File: config.mk
export PLATFORM = sky130hd
export DESIGN_NAME = tpc_regfile
export DESIGN_NICKNAME = d
export VERILOG_FILES = /design/src/rtl/tpc_pkg.sv /design/src/rtl/tpc_cmd_reg.sv /design/src/rtl/tpc_line_framer.sv /design/src/rtl/tpc_shift_regs.sv /design/src/rtl/tpc_pio_mux.sv /design/src/rtl/tpc_regfile.sv
export SDC_FILE = /design/constraint.sdc
export NUM_CORES = 1
export LEC_CHECK = 0
export ABC_AREA = 1
export BUFFER_PORTS_ARGS = -buffer_cell sky130_fd_sc_hd__buf_2
export CORE_UTILIZATION = 51
export CTS_BUF_LIST = sky130_fd_sc_hd__clkbuf_16
export CTS_CLUSTER_SIZE = 16
export DETAILED_ROUTE_END_ITERATION = 10
export PLACE_DENSITY = 0.77
export SYNTH_ARGS = -nofsm -noshare
export SYNTH_HDL_FRONTEND = slang
export SYNTH_HIERARCHICAL = 1
export SYNTH_SLANG_ARGS = --single-unit
File: constraint.sdc
create_clock -name clk -period 2.5 [get_ports clk]
set_input_delay 0.5 -clock clk [delete_from_list [all_inputs] [get_ports clk]]
set_output_delay 0.5 -clock clk [all_outputs]
set_load 0.005 [all_outputs]
File: src/rtl/tpc_pkg.sv
package tpc_pkg;

   typedef enum logic [2:0] {
      PIO_NOP       = 3'd0,
      PIO_SKIP_LINE = 3'd1,
      PIO_SKIP_TERR = 3'd2,
      PIO_SKIP_WORD = 3'd3,
      PIO_LOAD_CMD  = 3'd4,
      PIO_LOAD_DATA = 3'd5,
      PIO_READ_STAT = 3'd6,
      PIO_READ_DATA = 3'd7
   } pio_code_e;

   // Command field, held in the top four bits of the word; write is lowest.
   typedef struct packed {
      logic unit;
      logic rev;
      logic go;
      logic wr;
   } cmd_t;

   localparam int CMD_W = 4;

endpackage

File: src/rtl/tpc_cmd_reg.sv
module tpc_cmd_reg
   import tpc_pkg::*;
#(
   parameter int WORD_W = 12
) (
   input  logic              clk,
   input  logic              rst_n,
   input  logic              load,
   input  logic [WORD_W-1:0] acc_in,
   input  logic              force_read,
   output cmd_t              cmd_q,
   output logic              changed,
   output logic              motion_req_q
);

   localparam int FIELD_LSB = WORD_W - CMD_W;

   generate
      if (WORD_W < 2 * CMD_W) begin : g_bad_width
         $error("tpc_cmd_reg: WORD_W too small for command field");
      end
   endgenerate

   cmd_t new_cmd;
   cmd_t diff;
   cmd_t cmd_nxt;
   logic motion;

   always_comb begin
      new_cmd = cmd_t'(acc_in[WORD_W-1:FIELD_LSB]);
      diff    = new_cmd ^ cmd_q;
      changed = load && (diff != '0);
      motion  = changed && (diff != cmd_t'(4'b0001));
      cmd_nxt = cmd_q;
      if (load) cmd_nxt = new_cmd;
      if (force_read) cmd_nxt.wr = 1'b0;
   end

   always_ff @(posedge clk) begin
      if (!rst_n) begin
         cmd_q        <= '0;
         motion_req_q <= 1'b0;
      end else begin
         cmd_q        <= cmd_nxt;
         motion_req_q <= motion;
      end
   end

   a_r11_rw_only_no_motion: assert property (@(posedge clk) disable iff (!rst_n)
      (load && ((new_cmd ^ cmd_q) == cmd_t'(4'b0001))) |=> !motion_req_q);

endmodule

File: src/rtl/tpc_line_framer.sv
module tpc_line_framer #(
   parameter int LINES_PER_WORD = 4
) (
   input  logic clk,
   input  logic rst_n,
   input  logic clr_flags,
   input  logic clr_terr,
   input  logic accept,
   output logic slf_q,
   output logic qlf_q,
   output logic terr_q,
   output logic terr_event
);

   localparam int CW = (LINES_PER_WORD > 1) ? $clog2(LINES_PER_WORD) : 1;
   localparam logic [CW-1:0] LAST = CW'(LINES_PER_WORD - 1);

   generate
      if (LINES_PER_WORD < 2) begin : g_bad_lpw
         $error("tpc_line_framer: LINES_PER_WORD must be at least 2");
      end
   endgenerate

   logic [CW-1:0] ctr_q, ctr_base, ctr_nxt;
   logic slf_base, qlf_base, terr_base;
   logic slf_nxt, qlf_nxt, terr_nxt;
   logic wrap;

   always_comb begin
      slf_base  = clr_flags ? 1'b0 : slf_q;
      qlf_base  = clr_flags ? 1'b0 : qlf_q;
      ctr_base  = clr_flags ? '0   : ctr_q;
      terr_base = clr_terr  ? 1'b0 : terr_q;
      wrap       = accept && (ctr_base == LAST);
      terr_event = wrap && qlf_base;
      slf_nxt  = slf_base | accept;
      ctr_nxt  = ctr_base;
      if (accept) ctr_nxt = wrap ? '0 : ctr_base + 1'b1;
      qlf_nxt  = qlf_base | (wrap && !qlf_base);
      terr_nxt = terr_base | terr_event;
   end

   always_ff @(posedge clk) begin
      if (!rst_n) begin
         slf_q  <= 1'b0;
         qlf_q  <= 1'b0;
         terr_q <= 1'b0;
         ctr_q  <= '0;
      end else begin
         slf_q  <= slf_nxt;
         qlf_q  <= qlf_nxt;
         terr_q <= terr_nxt;
         ctr_q  <= ctr_nxt;
      end
   end

   a_r7_line_sets_flag: assert property (@(posedge clk) disable iff (!rst_n)
      accept |=> slf_q);

   a_r4_flags_cleared: assert property (@(posedge clk) disable iff (!rst_n)
      (clr_flags && !accept) |=> (!slf_q && !qlf_q));

endmodule

File: src/rtl/tpc_shift_regs.sv
module tpc_shift_regs #(
   parameter int WORD_W = 12,
   parameter int NIB_W  = 3,
   parameter int MARK_W = 6
) (
   input  logic              clk,
   input  logic              rst_n,
   input  logic              load_data,
   input  logic [WORD_W-1:0] acc_in,
   input  logic              clr_mark,
   input  logic              accept,
   input  logic              mark_bit,
   input  logic [NIB_W-1:0]  nib_in,
   output logic [WORD_W-1:0] data_q,
   output logic [MARK_W-1:0] mark_q,
   output logic [NIB_W-1:0]  wr_nib
);

   generate
      if (WORD_W % NIB_W != 0) begin : g_bad_nib
         $error("tpc_shift_regs: WORD_W must be a multiple of NIB_W");
      end
      if (MARK_W < 2) begin : g_bad_mark
         $error("tpc_shift_regs: MARK_W must be at least 2");
      end
   endgenerate

   logic [WORD_W-1:0] data_base, data_nxt;
   logic [MARK_W-1:0] mark_base, mark_nxt;

   always_comb begin
      data_base = load_data ? acc_in : data_q;
      mark_base = clr_mark ? '0 : mark_q;
      data_nxt  = data_base;
      mark_nxt  = mark_base;
      if (accept) begin
         data_nxt = {data_base[WORD_W-NIB_W-1:0], nib_in};
         mark_nxt = {mark_base[MARK_W-2:0], mark_bit};
      end
   end

   assign wr_nib = data_q[WORD_W-1 -: NIB_W];

   always_ff @(posedge clk) begin
      if (!rst_n) begin
         data_q <= '0;
         mark_q <= '0;
      end else begin
         data_q <= data_nxt;
         mark_q <= mark_nxt;
      end
   end

   a_r9_mark_shift: assert property (@(posedge clk) disable iff (!rst_n)
      (accept && !clr_mark) |=>
         (mark_q == {$past(mark_q[MARK_W-2:0]), $past(mark_bit)}));

endmodule

File: src/rtl/tpc_pio_mux.sv
module tpc_pio_mux
   import tpc_pkg::*;
#(
   parameter int WORD_W = 12,
   parameter int MARK_W = 6
) (
   input  logic              valid,
   input  logic [2:0]        code,
   input  logic [WORD_W-1:0] acc_in,
   input  cmd_t              cmd,
   input  logic [MARK_W-1:0] mark,
   input  logic [WORD_W-1:0] data,
   input  logic              slf,
   input  logic              qlf,
   input  logic              terr,
   input  logic              absent,
   input  logic              wlock,
   output logic [WORD_W-1:0] acc_out,
   output logic              skip
);

   localparam int ERR_BIT  = MARK_W;
   localparam int LOCK_BIT = MARK_W + 1;

   generate
      if (LOCK_BIT >= WORD_W - CMD_W) begin : g_bad_status
         $error("tpc_pio_mux: status fields overlap the command field");
      end
   endgenerate

   logic [WORD_W-1:0] status;

   always_comb begin
      status = '0;
      status[WORD_W-1 -: CMD_W] = cmd;
      status[MARK_W-1:0]        = mark;
      status[ERR_BIT]           = terr | absent;
      status[LOCK_BIT]          = wlock;
   end

   always_comb begin
      acc_out = acc_in;
      skip    = 1'b0;
      if (valid) begin
         case (pio_code_e'(code))
            PIO_SKIP_LINE: skip = slf;
            PIO_SKIP_TERR: skip = terr;
            PIO_SKIP_WORD: skip = qlf;
            PIO_LOAD_CMD:  acc_out = '0;
            PIO_READ_STAT: acc_out = status;
            PIO_READ_DATA: acc_out = data;
            default:       acc_out = acc_in;
         endcase
      end
   end

endmodule

File: src/rtl/tpc_regfile.sv
module tpc_regfile
   import tpc_pkg::*;
#(
   parameter int WORD_W     = 12,
   parameter int NIB_W      = 3,
   parameter int MARK_W     = 6,
   parameter int NUM_DRIVES = 2
) (
   input  logic                  clk,
   input  logic                  rst_n,
   input  logic                  pio_valid,
   input  logic [2:0]            pio_code,
   input  logic [WORD_W-1:0]     pio_acc_in,
   output logic [WORD_W-1:0]     pio_acc_out,
   output logic                  pio_skip,
   input  logic                  line_stb,
   input  logic                  line_drive,
   input  logic                  line_mark,
   input  logic [NIB_W-1:0]      line_nib,
   input  logic [NUM_DRIVES-1:0] drive_present,
   input  logic [NUM_DRIVES-1:0] drive_wlock,
   output logic [NIB_W-1:0]      wr_nib,
   output logic                  wr_active,
   output logic                  sel_drive,
   output logic                  dir_rev,
   output logic                  run,
   output logic                  motion_req
);

   localparam int LINES_PER_WORD = WORD_W / NIB_W;

   generate
      if (NUM_DRIVES != 2) begin : g_bad_drives
         $error("tpc_regfile: one select bit addresses exactly two drives");
      end
   endgenerate

   cmd_t cmd_q;
   logic cmd_changed;
   logic is_load_cmd, is_load_data, is_clear;
   logic accept;
   logic slf_q, qlf_q, terr_q, terr_event;
   logic [WORD_W-1:0] data_q;
   logic [MARK_W-1:0] mark_q;

   always_comb begin
      is_load_cmd  = pio_valid && (pio_code == PIO_LOAD_CMD);
      is_load_data = pio_valid && (pio_code == PIO_LOAD_DATA);
      is_clear     = pio_valid && ((pio_code == PIO_LOAD_DATA) ||
                                   (pio_code == PIO_READ_STAT) ||
                                   (pio_code == PIO_READ_DATA));
      accept       = line_stb && (line_drive == cmd_q.unit);
   end

   tpc_cmd_reg #(.WORD_W(WORD_W)) u_cmd (
      .clk          (clk),
      .rst_n        (rst_n),
      .load         (is_load_cmd),
      .acc_in       (pio_acc_in),
      .force_read   (terr_event),
      .cmd_q        (cmd_q),
      .changed      (cmd_changed),
      .motion_req_q (motion_req)
   );

   tpc_line_framer #(.LINES_PER_WORD(LINES_PER_WORD)) u_framer (
      .clk        (clk),
      .rst_n      (rst_n),
      .clr_flags  (is_clear),
      .clr_terr   (is_load_cmd),
      .accept     (accept),
      .slf_q      (slf_q),
      .qlf_q      (qlf_q),
      .terr_q     (terr_q),
      .terr_event (terr_event)
   );

   tpc_shift_regs #(.WORD_W(WORD_W), .NIB_W(NIB_W), .MARK_W(MARK_W)) u_shift (
      .clk       (clk),
      .rst_n     (rst_n),
      .load_data (is_load_data),
      .acc_in    (pio_acc_in),
      .clr_mark  (cmd_changed),
      .accept    (accept),
      .mark_bit  (line_mark),
      .nib_in    (line_nib),
      .data_q    (data_q),
      .mark_q    (mark_q),
      .wr_nib    (wr_nib)
   );

   tpc_pio_mux #(.WORD_W(WORD_W), .MARK_W(MARK_W)) u_mux (
      .valid   (pio_valid),
      .code    (pio_code),
      .acc_in  (pio_acc_in),
      .cmd     (cmd_q),
      .mark    (mark_q),
      .data    (data_q),
      .slf     (slf_q),
      .qlf     (qlf_q),
      .terr    (terr_q),
      .absent  (!drive_present[cmd_q.unit]),
      .wlock   (drive_wlock[cmd_q.unit]),
      .acc_out (pio_acc_out),
      .skip    (pio_skip)
   );

   assign wr_active = cmd_q.wr;
   assign sel_drive = cmd_q.unit;
   assign dir_rev   = cmd_q.rev;
   assign run       = cmd_q.go;

   a_r8_terr_forces_read: assert property (@(posedge clk) disable iff (!rst_n)
      $rose(terr_q) |-> !wr_active);

   a_r12_unselected_ignored: assert property (@(posedge clk) disable iff (!rst_n)
      (line_stb && (line_drive != sel_drive) && !pio_valid) |=>
         ($stable(data_q) && $stable(mark_q) && $stable(slf_q)));

endmodule

=== After elaboration in Yosys (flattened, before gate mapping) ===
Index checks and enable logic that the tools add are counted.

* Register bits: 28
* Input bits: 28
* Output and inout port bits: 21

* Add/sub/neg operators: 1
* Magnitude comparators: 1
* Eq/ne operators: 10
* Mux-type cells: 18
* Bitwise gates (word level): 6
* Reduce and logical (&&, ||, !) cells: 17

{| class="wikitable"
|+ Operators with widths
! operator !! number
|-
| 2-to-1 mux 12 bit || 3
|-
| one-hot mux 12 bit (3 select lines) || 1
|-
| equality test 3 bit (second input constant) || 4
|-
| 2-to-1 mux 6 bit || 2
|-
| logical AND 1 bit || 9
|-
| 2-to-1 mux 1 bit || 8
|-
| equality test 3 x 2 -> 1 bit (second input constant) || 2
|-
| 2-to-1 mux 2 bit || 3
|-
| != test 4 x 1 -> 1 bit (second input constant) || 1
|-
| bitwise OR 1 bit || 4
|-
| nonzero test 2 bit || 2
|-
| nonzero test 4 bit || 1
|-
| bitwise XOR 4 bit || 1
|-
| equality test 3 x 1 -> 1 bit (second input constant) || 1
|-
| one-hot mux 1 bit (3 select lines) || 1
|-
| adder 2 x 1 -> 2 bit (second input constant) || 1
|-
| equality test 2 bit (second input constant) || 1
|-
| logical NOT 1 bit || 2
|-
| logical OR 1 bit || 2
|-
| less-than comparator 1 x 2 -> 1 bit (second input constant) || 1
|-
| OR reduction 2 bit || 1
|-
| equality test 1 bit || 1
|-
| NOT 1 bit || 1
|}

=== Logic depth before layout (Yosys ltp) ===
Gate-level depths: netlist (run 1).

* Word-level depth: 9
* Depth in mapped cells: 10

=== By module ===
The synthesis (run 1) kept the hierarchy.

{| class="wikitable"
|+ Modules (own cells, without submodules)
! module !! instances !! cells each !! area each (um^2) !! seq. area each (um^2)
|-
| tpc_shift_regs || 1 || 122 || 810.8 || 360.3
|-
| tpc_pio_mux || 1 || 107 || 584.3 || 0.0
|-
| tpc_cmd_reg || 1 || 36 || 250.2 || 100.1
|-
| tpc_line_framer || 1 || 34 || 235.2 || 100.1
|-
| tpc_regfile || 1 || 17 || 70.1 || 0.0
|}

=== Worst setup path after synthesis (run 1) ===
Ideal clock, no wire load.

* Path type: input port to output port
* Start point: input port pio_code[1]
* End point: output port pio_acc_out[10]
* Arrival: 1163 ps
* Required time: 2000 ps
* Setup slack: 837 ps
* Stages on the path: 8
* Path buffers: 2
* Path through: buf_4 > inv_2 > a21oi_4 > inv_2 > buf_6 > nand2_1 > nand2_1 > inv_1

* Longest elaborated chain between the ends: 3

{| class="wikitable"
|+ Ends and longest elaborated chain
! element !! RTL line !! RTL
|-
| start: declaration || tpc_regfile.sv:12 || <nowiki>input logic [2:0] pio_code,</nowiki>
|-
| equality test 3 bit || tpc_pio_mux.sv:45 || <nowiki>case (pio_code_e'(code))</nowiki>
|-
| one-hot mux 12 bit (3 select lines) (*) || tpc_pio_mux.sv:45 ||
|-
| 2-to-1 mux 12 bit (*) || tpc_pio_mux.sv:44 || <nowiki>if (valid) begin</nowiki>
|-
| end: declaration || tpc_regfile.sv:14 || <nowiki>output logic [WORD_W-1:0] pio_acc_out,</nowiki>
|}

Every way passes the cells marked *; elsewhere a longest branch is shown, timed or not.

=== Worst setup path in the final report (run 1) ===
* Start point: input port pio_code[1]
* End point: output port pio_acc_out[0]

Same word-level chain as after synthesis.

==> results.toml, run 1 <==
[run_status]
status = "finished clean"

[critical_path]
cp-start-kind = "input pin"
rrSetupSlack_ns = 0.97
crit_type = "input pin to output pin"
end_kind = "output pin"
reg2reg_from = "u_cmd/cmd_q[3]"
worst_ep_required_time_ns = 2.00
path_max_fanout = 15
r2r-end = "u_shift/data_q[8]"
cp.arrival_ns = 1.66
r2r_cells = 9

[hold_path]
holdPathEnd = "u_shift/data_q[2]"
min_from = "line_nib[2]"
whs_path_depth = 3
hold_class = "input pin to flop"

[sta]
rsz0062_at_grt = "false"
timing.setup.tns_ns = 0
clock_skew_ns = 0.00313
max_slew_margin = 0.727
finalHoldViolations = 0
setup_viol = 0
finalMaxSlewViolations = 0
fmax_ghz = 0.462
worstMarginPinSlew_ns = 0.409
whs_ns = 0.424
period_share = 0.865
fin_crit_ns = 2.16

[floorplan]
core_sq_um = 3660
die_y_um = 63.8
rows = 22
start_util = 0.533
die_area_sq_um = 4080
ios = 49
die_width_um = 63.8

[clocking]
cts_setup_buffers = 0
cts_made_buffers = 3
cts_root_buf = "clkbuf_16"
worstSkewPairLatency_ns = 0.27
htreeDepth = 1
cts_tree = "built"
hold_buffers = 0
path_clk_slew_ns = 0.07
clk_path_buf_depth = 2
cts_resized = 0
cts_sinks = 28

[drt]
drt_wl_total_um = 4690
wire_per_inst_um = 11.6
ant_nets = 0
viasPerCell = 5.08
drt-initial-drc-count = 146
drtPass1Iterations = 4
num_vias = 2051
drcViolationCount = 0

[synth]
ys_seq_area_frac = 0.287
synthAdderAreaFrac = 0.00641
synth_xor_area_frac = 0.0135
synth_compound_area_frac = 0.0763
synth_mux_area_frac = 0
syn-num-nets = 345
async_flop_share = 0
ys_types = 27
synth_top_family_by_area = "simple AND/OR/NAND/NOR gates"
ys_ff_latch = 28
synth_common_cells = "nand2_1, inv_1, dfxtp_1"
synth_most_common_cell = "nand2_1"
synth.top_cell.area_share = 0.287
yosys_warnings = 6
ys.flop_type = "dfxtp_1"
synth-edff-count = 0
syn_inst = 316
synth_simple_gate_area_frac = 0.444
synth_area_leader_cell = "dfxtp_1"
synth_area_leaders = "dfxtp_1, nand2_1, inv_1"
synth_area_per_cell_sq_um = 6.17
syn-cell-area_sq_um = 1950

[global_routing]
grt_first_pass_wirelength_um = 7980
grt_usage = 0.247
antenna_found_initial = 0
grt_pass1_vias = 1787
grt.overflow.total = 0
grt_max_degree = 27

[cells_and_area]
multi_input_area_sq_um = 1050
fin_util = 0.621
syn_to_final_growth_pct = 16.6
finish.instance_area_sq_um = 2270
final_layout_size_suffix_gt1_frac = 0.247
diodes = 0
ff_latch_area_sq_um = 561
nets = 386
nFillCells = 363

[flow_run]
cap_violations = 0

[pwr]
power_w = 0.00115
power_leakage_nw = 1.18
vdd_drop_max_mv = 0.283
power_density_nw_per_um2 = 507

[placement]
place.gp.congestion = 0.832
dp_hpwl_um = 3390
port_buffers = 48
place_area_sq_um = 2170
==> critical path, cell delays in order <==
cell     delay, ns
buf_2         0.25
inv_2         0.09
a21oi_4       0.31
buf_4         0.23
nand3_1       0.07
nand2_1       0.06
inv_1         0.03
buf_2         0.11
==> how the worst max path moves through the flow <==
stage / to / cells after the start / start
finish: pio_acc_out[0] / 8 / pio_code[1]
global route: pio_acc_out[2] / 8 / pio_code[1]
CTS: pio_acc_out[0] / 8 / pio_code[1]
detailed placement: u_cmd/cmd_q[0] / 11 / pio_code[1]
global placement: u_cmd/cmd_q[0] / 11 / pio_code[1]
floorplan: pio_acc_out[10] / 8 / pio_code[1]
==> registers in the layout (all words and copies together), names as in the netlist <==
signal              cells
u_framer/slf_q          1
u_shift/data_q         12
u_framer/terr_q         1
u_framer/qlf_q          1
u_cmd/cmd_q             4
u_shift/mark_q          6
u_cmd/motion_req_q      1
u_framer/ctr_q          2
==> layout make-up <==
class,instances,area share
sequential,28,0.246
clock buffer,3,0.0330
multi-input combinational,214,0.463
clock inverter,1,0.0132
timing repair buffer,54,0.125
tap,48,0.0264
inverter,56,0.0924
==> per-layer routing <==
metal | global-route usage | up-vias | wire [um]
met3 | 0.0482 | 7 | 282
met1 | 0.329 | 922 | 2230
met5 | 0 | - | 0
met4 | 0.0625 | 0 | 40
li1 | - | 1063 | -
met2 | 0.404 | 59 | 2130
==> metrics by stage <==
stage | std cells | worst slack (ns)
2_1_floorplan | 316 | 0.837
3_3_place_gp | 400 | 0.360
3_5_place_dp | 400 | 0.234
4_1_cts | 404 | 0.347
5_1_grt | 404 | 0.217
6_report | 404 | 0.337
==> placed cells by master (no fill, tap or decap), drive strengths merged <==
cell type	instances
nand2	106
inv	56
buf	54
nor2	29
dfxtp	28
nand4	23
nand3	23
o21ai	16
a21oi	8
clkbuf	3
xnor2	2
nor3	1
bufinv	1
nor4	1
xor2	1
o21bai	1
ha	1
nand3b	1
o22ai	1
==> cell families (layout without fill, tap and decap cells) <==
group / count (synthesis) / in the layout
xor+xnor: 3 / 3
simple gates: 184 / 184
flops: 28 / 28
buf+inv: 74 / 114
fa+ha+maj: 1 / 1
compound gates: 26 / 26
==> report_power, final <==
| part | switching, W | total (W) | internal [W] |
|---|---|---|---|
| Combinational | 0.000126 | 0.000201 | 0.0000755 |
| Clock | 0.000160 | 0.000480 | 0.000319 |
| Sequential | 0.0000107 | 0.000472 | 0.000461 |
| Total | 0.000297 | 0.00115 | 0.000856 |
Power figures use the tool's default switching activity.
==> inputs of run 2 (changes only) <==
--- a/config.mk
+++ b/config.mk
@@ -6,13 +6,12 @@
 export NUM_CORES = 1
 export LEC_CHECK = 0
 export ABC_AREA = 1
-export BUFFER_PORTS_ARGS = -buffer_cell sky130_fd_sc_hd__buf_2
+export BUFFER_PORTS_ARGS = -buffer_cell sky130_fd_sc_hd__buf_4
 export CORE_UTILIZATION = 51
 export CTS_BUF_LIST = sky130_fd_sc_hd__clkbuf_16
 export CTS_CLUSTER_SIZE = 16
 export DETAILED_ROUTE_END_ITERATION = 10
-export PLACE_DENSITY = 0.77
+export PLACE_DENSITY = 0.79
 export SYNTH_ARGS = -nofsm -noshare
 export SYNTH_HDL_FRONTEND = slang
-export SYNTH_HIERARCHICAL = 1
 export SYNTH_SLANG_ARGS = --single-unit
==> run 2 against run 1 <==
Compared with the run above:
- wire length is 5.8% lower
- maximum frequency is 1.4% lower
- total power is 1.7% higher
- sequential power is 0.8% higher
- cell area is 7.3% lower
- clock skew is 0.0012 ns lower
- non-clock buffer count is 5 lower
- setup slack worse by 0.030 ns
- clock-buffer cell count stayed put
- hold slack better by 0.0055 ns
- core utilization is 6.9 points higher
- largest cell class unchanged
- largest power group unchanged
- highest routed layer unchanged
==> results.toml, run 2 <==
[critical_path]
cp.arrival_ns = 1.69
cpPeakStageDelay_ns = 0.29
path_max_fanout = 9
crit_path_cell_trace = "buf_4 > nand3_1 > clkinv_1 > a22oi_1 > nand2_1 > o21ai_0 > inv_1 > buf_4"
worst_ep_required_time_ns = 2.00
cp-start-kind = "input pin"
end_kind = "output pin"
rrSetupSlack_ns = 0.97
r2r-end = "u_shift.mark_q[1]"
r2r_cells = 7
worst_path_max_delay_cell = "clkinv_1"
crit_type = "input pin to output pin"
reg2reg_from = "u_cmd.cmd_q[3]"
path_common_cell = "buf_4"

[synth]
synth_area_per_cell_sq_um = 6.65
synth_common_cells = "nand2_1, inv_1, dfxtp_1"
synth.top_cell.area_share = 0.344
syn-num-nets = 274
ys_ff_latch = 28
synth_most_common_cell = "nand2_1"
synth_area_leaders = "dfxtp_1, nand2_1, inv_1"
ys_seq_area_frac = 0.344
ys_types = 27
ys.flop_type = "dfxtp_1"
synth-edff-count = 0
synth_area_leader_cell = "dfxtp_1"
syn_inst = 245
yosys_warnings = 0
syn-cell-area_sq_um = 1630
async_flop_share = 0

[floorplan]
core_sq_um = 3050
die_area_sq_um = 3430
start_util = 0.534
die_width_um = 58.5
die_y_um = 58.5
rows = 20
ios = 49

[clocking]
cts_resized = 0
worstSkewPairLatency_ns = 0.27
cts_made_buffers = 3
cts_sinks = 28
clk_path_buf_depth = 2
htreeDepth = 1
cts_root_buf = "clkbuf_16"
hold_buffers = 0
path_clk_slew_ns = 0.07
cts_setup_buffers = 0
cts_tree = "built"

[pwr]
power_density_nw_per_um2 = 556
vdd_drop_max_mv = 0.344
pwr-share-comb = 0.182
p_int_w = 0.000881
swShare = 0.248
power.clock.fraction = 0.412
power_leakage_nw = 1.04
p_switching_w = 0.000291
seqPwrFrac = 0.406

[run_status]
status = "finished clean"

[cells_and_area]
largest_reg_flops = 12
diodes = 0
final_layout_size_suffix_gt1_frac = 0.247
syn_to_final_growth_pct = 29.3
final_common_cell = "nand2_1"
nets = 322
nFillCells = 274
fin_util = 0.691
final_cell_mix = "nand2_1, buf_4, inv_1"
largest_register = "u_shift.data_q"
largestRegisters = "u_shift.data_q: 12 flops, u_shift.mark_q: 6 flops, u_cmd.cmd_q: 4 flops"

[placement]
port_buffers = 48
dp_hpwl_um = 3220
place.gp.congestion = 0.871

[drt]
drtPass1Iterations = 5
drt_wl_total_um = 4420
ant_nets = 0
drcViolationCount = 0
wire_per_inst_um = 13.1
num_vias = 1751
drt-initial-drc-count = 153
viasPerCell = 5.21

[hold_path]
hold_class = "input pin to flop"
holdPathEnd = "u_shift.mark_q[0]"
min_from = "line_mark"
whs_path_depth = 3

[sta]
max_slew_margin = 0.760
whs_ns = 0.429
period_share = 0.877
setup_viol = 0
fin_crit_ns = 2.19
fmax_ghz = 0.456
worstMarginPinSlew_ns = 0.359
clock_skew_ns = 0.00197
rsz0062_at_grt = "false"
finalHoldViolations = 0
finalMaxSlewViolations = 0
timing.setup.tns_ns = 0

[flow_run]
cap_violations = 0

[global_routing]
grt_first_pass_wirelength_um = 6930
grt.overflow.total = 0
grt_pass1_vias = 1531
grt_usage = 0.268
antenna_found_initial = 0
grt_max_degree = 18
run 2: through the flow:
step	instances	cell area [sq um]	worst slack, ns	total power, W
6_report	336	2110	0.306	0.00117
5_1_grt	336	2110	0.188	0.00122
4_1_cts	336	2110	0.315	0.00117
3_5_place_dp	332	2000	0.356	0.000697
3_3_place_gp	332	2000	0.388	0.000695
2_1_floorplan	245	1630	0.834	0.000599
run 2: worst max-delay path by stage:
stage	from	endpoint	slack (ns)	cells past startpoint
finish	pio_code[1]	pio_acc_out[5]	0.31	8
global route	pio_code[1]	pio_acc_out[5]	0.19	8
CTS	pio_code[1]	pio_acc_out[5]	0.32	8
detailed placement	pio_code[1]	pio_acc_out[5]	0.36	8
global placement	pio_code[1]	pio_acc_out[5]	0.39	8
floorplan	pio_code[1]	pio_acc_out[5]	0.83	6
run 2: cell type report:
cell class                 count  area (sq um)  share of cell area
inverter                      39           146              0.0694
timing repair buffer          49           368               0.174
clock buffer                   3          75.1              0.0356
tap                           44          55.1              0.0261
multi-input combinational    172           873               0.414
clock inverter                 1          30.0              0.0142
sequential                    28           561               0.266
run 2: worst max-delay path, delay by kind of cell:
| family | cells | cell delay, ns |
|---|---|---|
| AND/OR/NAND/NOR | 2 | 0.25 |
| AO/OA/AOI/OAI | 2 | 0.33 |
| buffers and inverters | 4 | 0.61 |
run 2: metal layers:
| metal | GRT usage | vias to the layer above | wire length, um | part of all wire |
|---|---|---|---|---|
| met5 | 0 | - | 0 | 0 |
| met1 | 0.351 | 797 | 1940 | 0.44 |
| met4 | 0.112 | 0 | 70 | 0.016 |
| met2 | 0.435 | 61 | 2110 | 0.48 |
| li1 | - | 886 | - | - |
| met3 | 0.0505 | 7 | 293 | 0.066 |
run 2: power by group through the flow:
stage                     Sequential [W]  Combinational [W]  Clock [W]
after detailed placement        0.000486           0.000210          0
final                           0.000476           0.000213   0.000483
after CTS                       0.000476           0.000212   0.000482
after global routing            0.000478           0.000235   0.000502
after floorplan                 0.000484           0.000115          0
after global placement          0.000486           0.000209          0
run 2: logic make-up (layout without fill, tap and decap cells):
kind of cell | after synthesis | after routing | share of synthesized area
multiplexers | 3 | 3 | 0.0184
buffers and inverters | 45 | 92 | 0.120
adder cells (fa/ha/maj) | 1 | 1 | 0.00767
AND/OR/NAND/NOR | 106 | 106 | 0.286
flip-flops | 28 | 28 | 0.344
AO/OA/AOI/OAI | 62 | 62 | 0.223
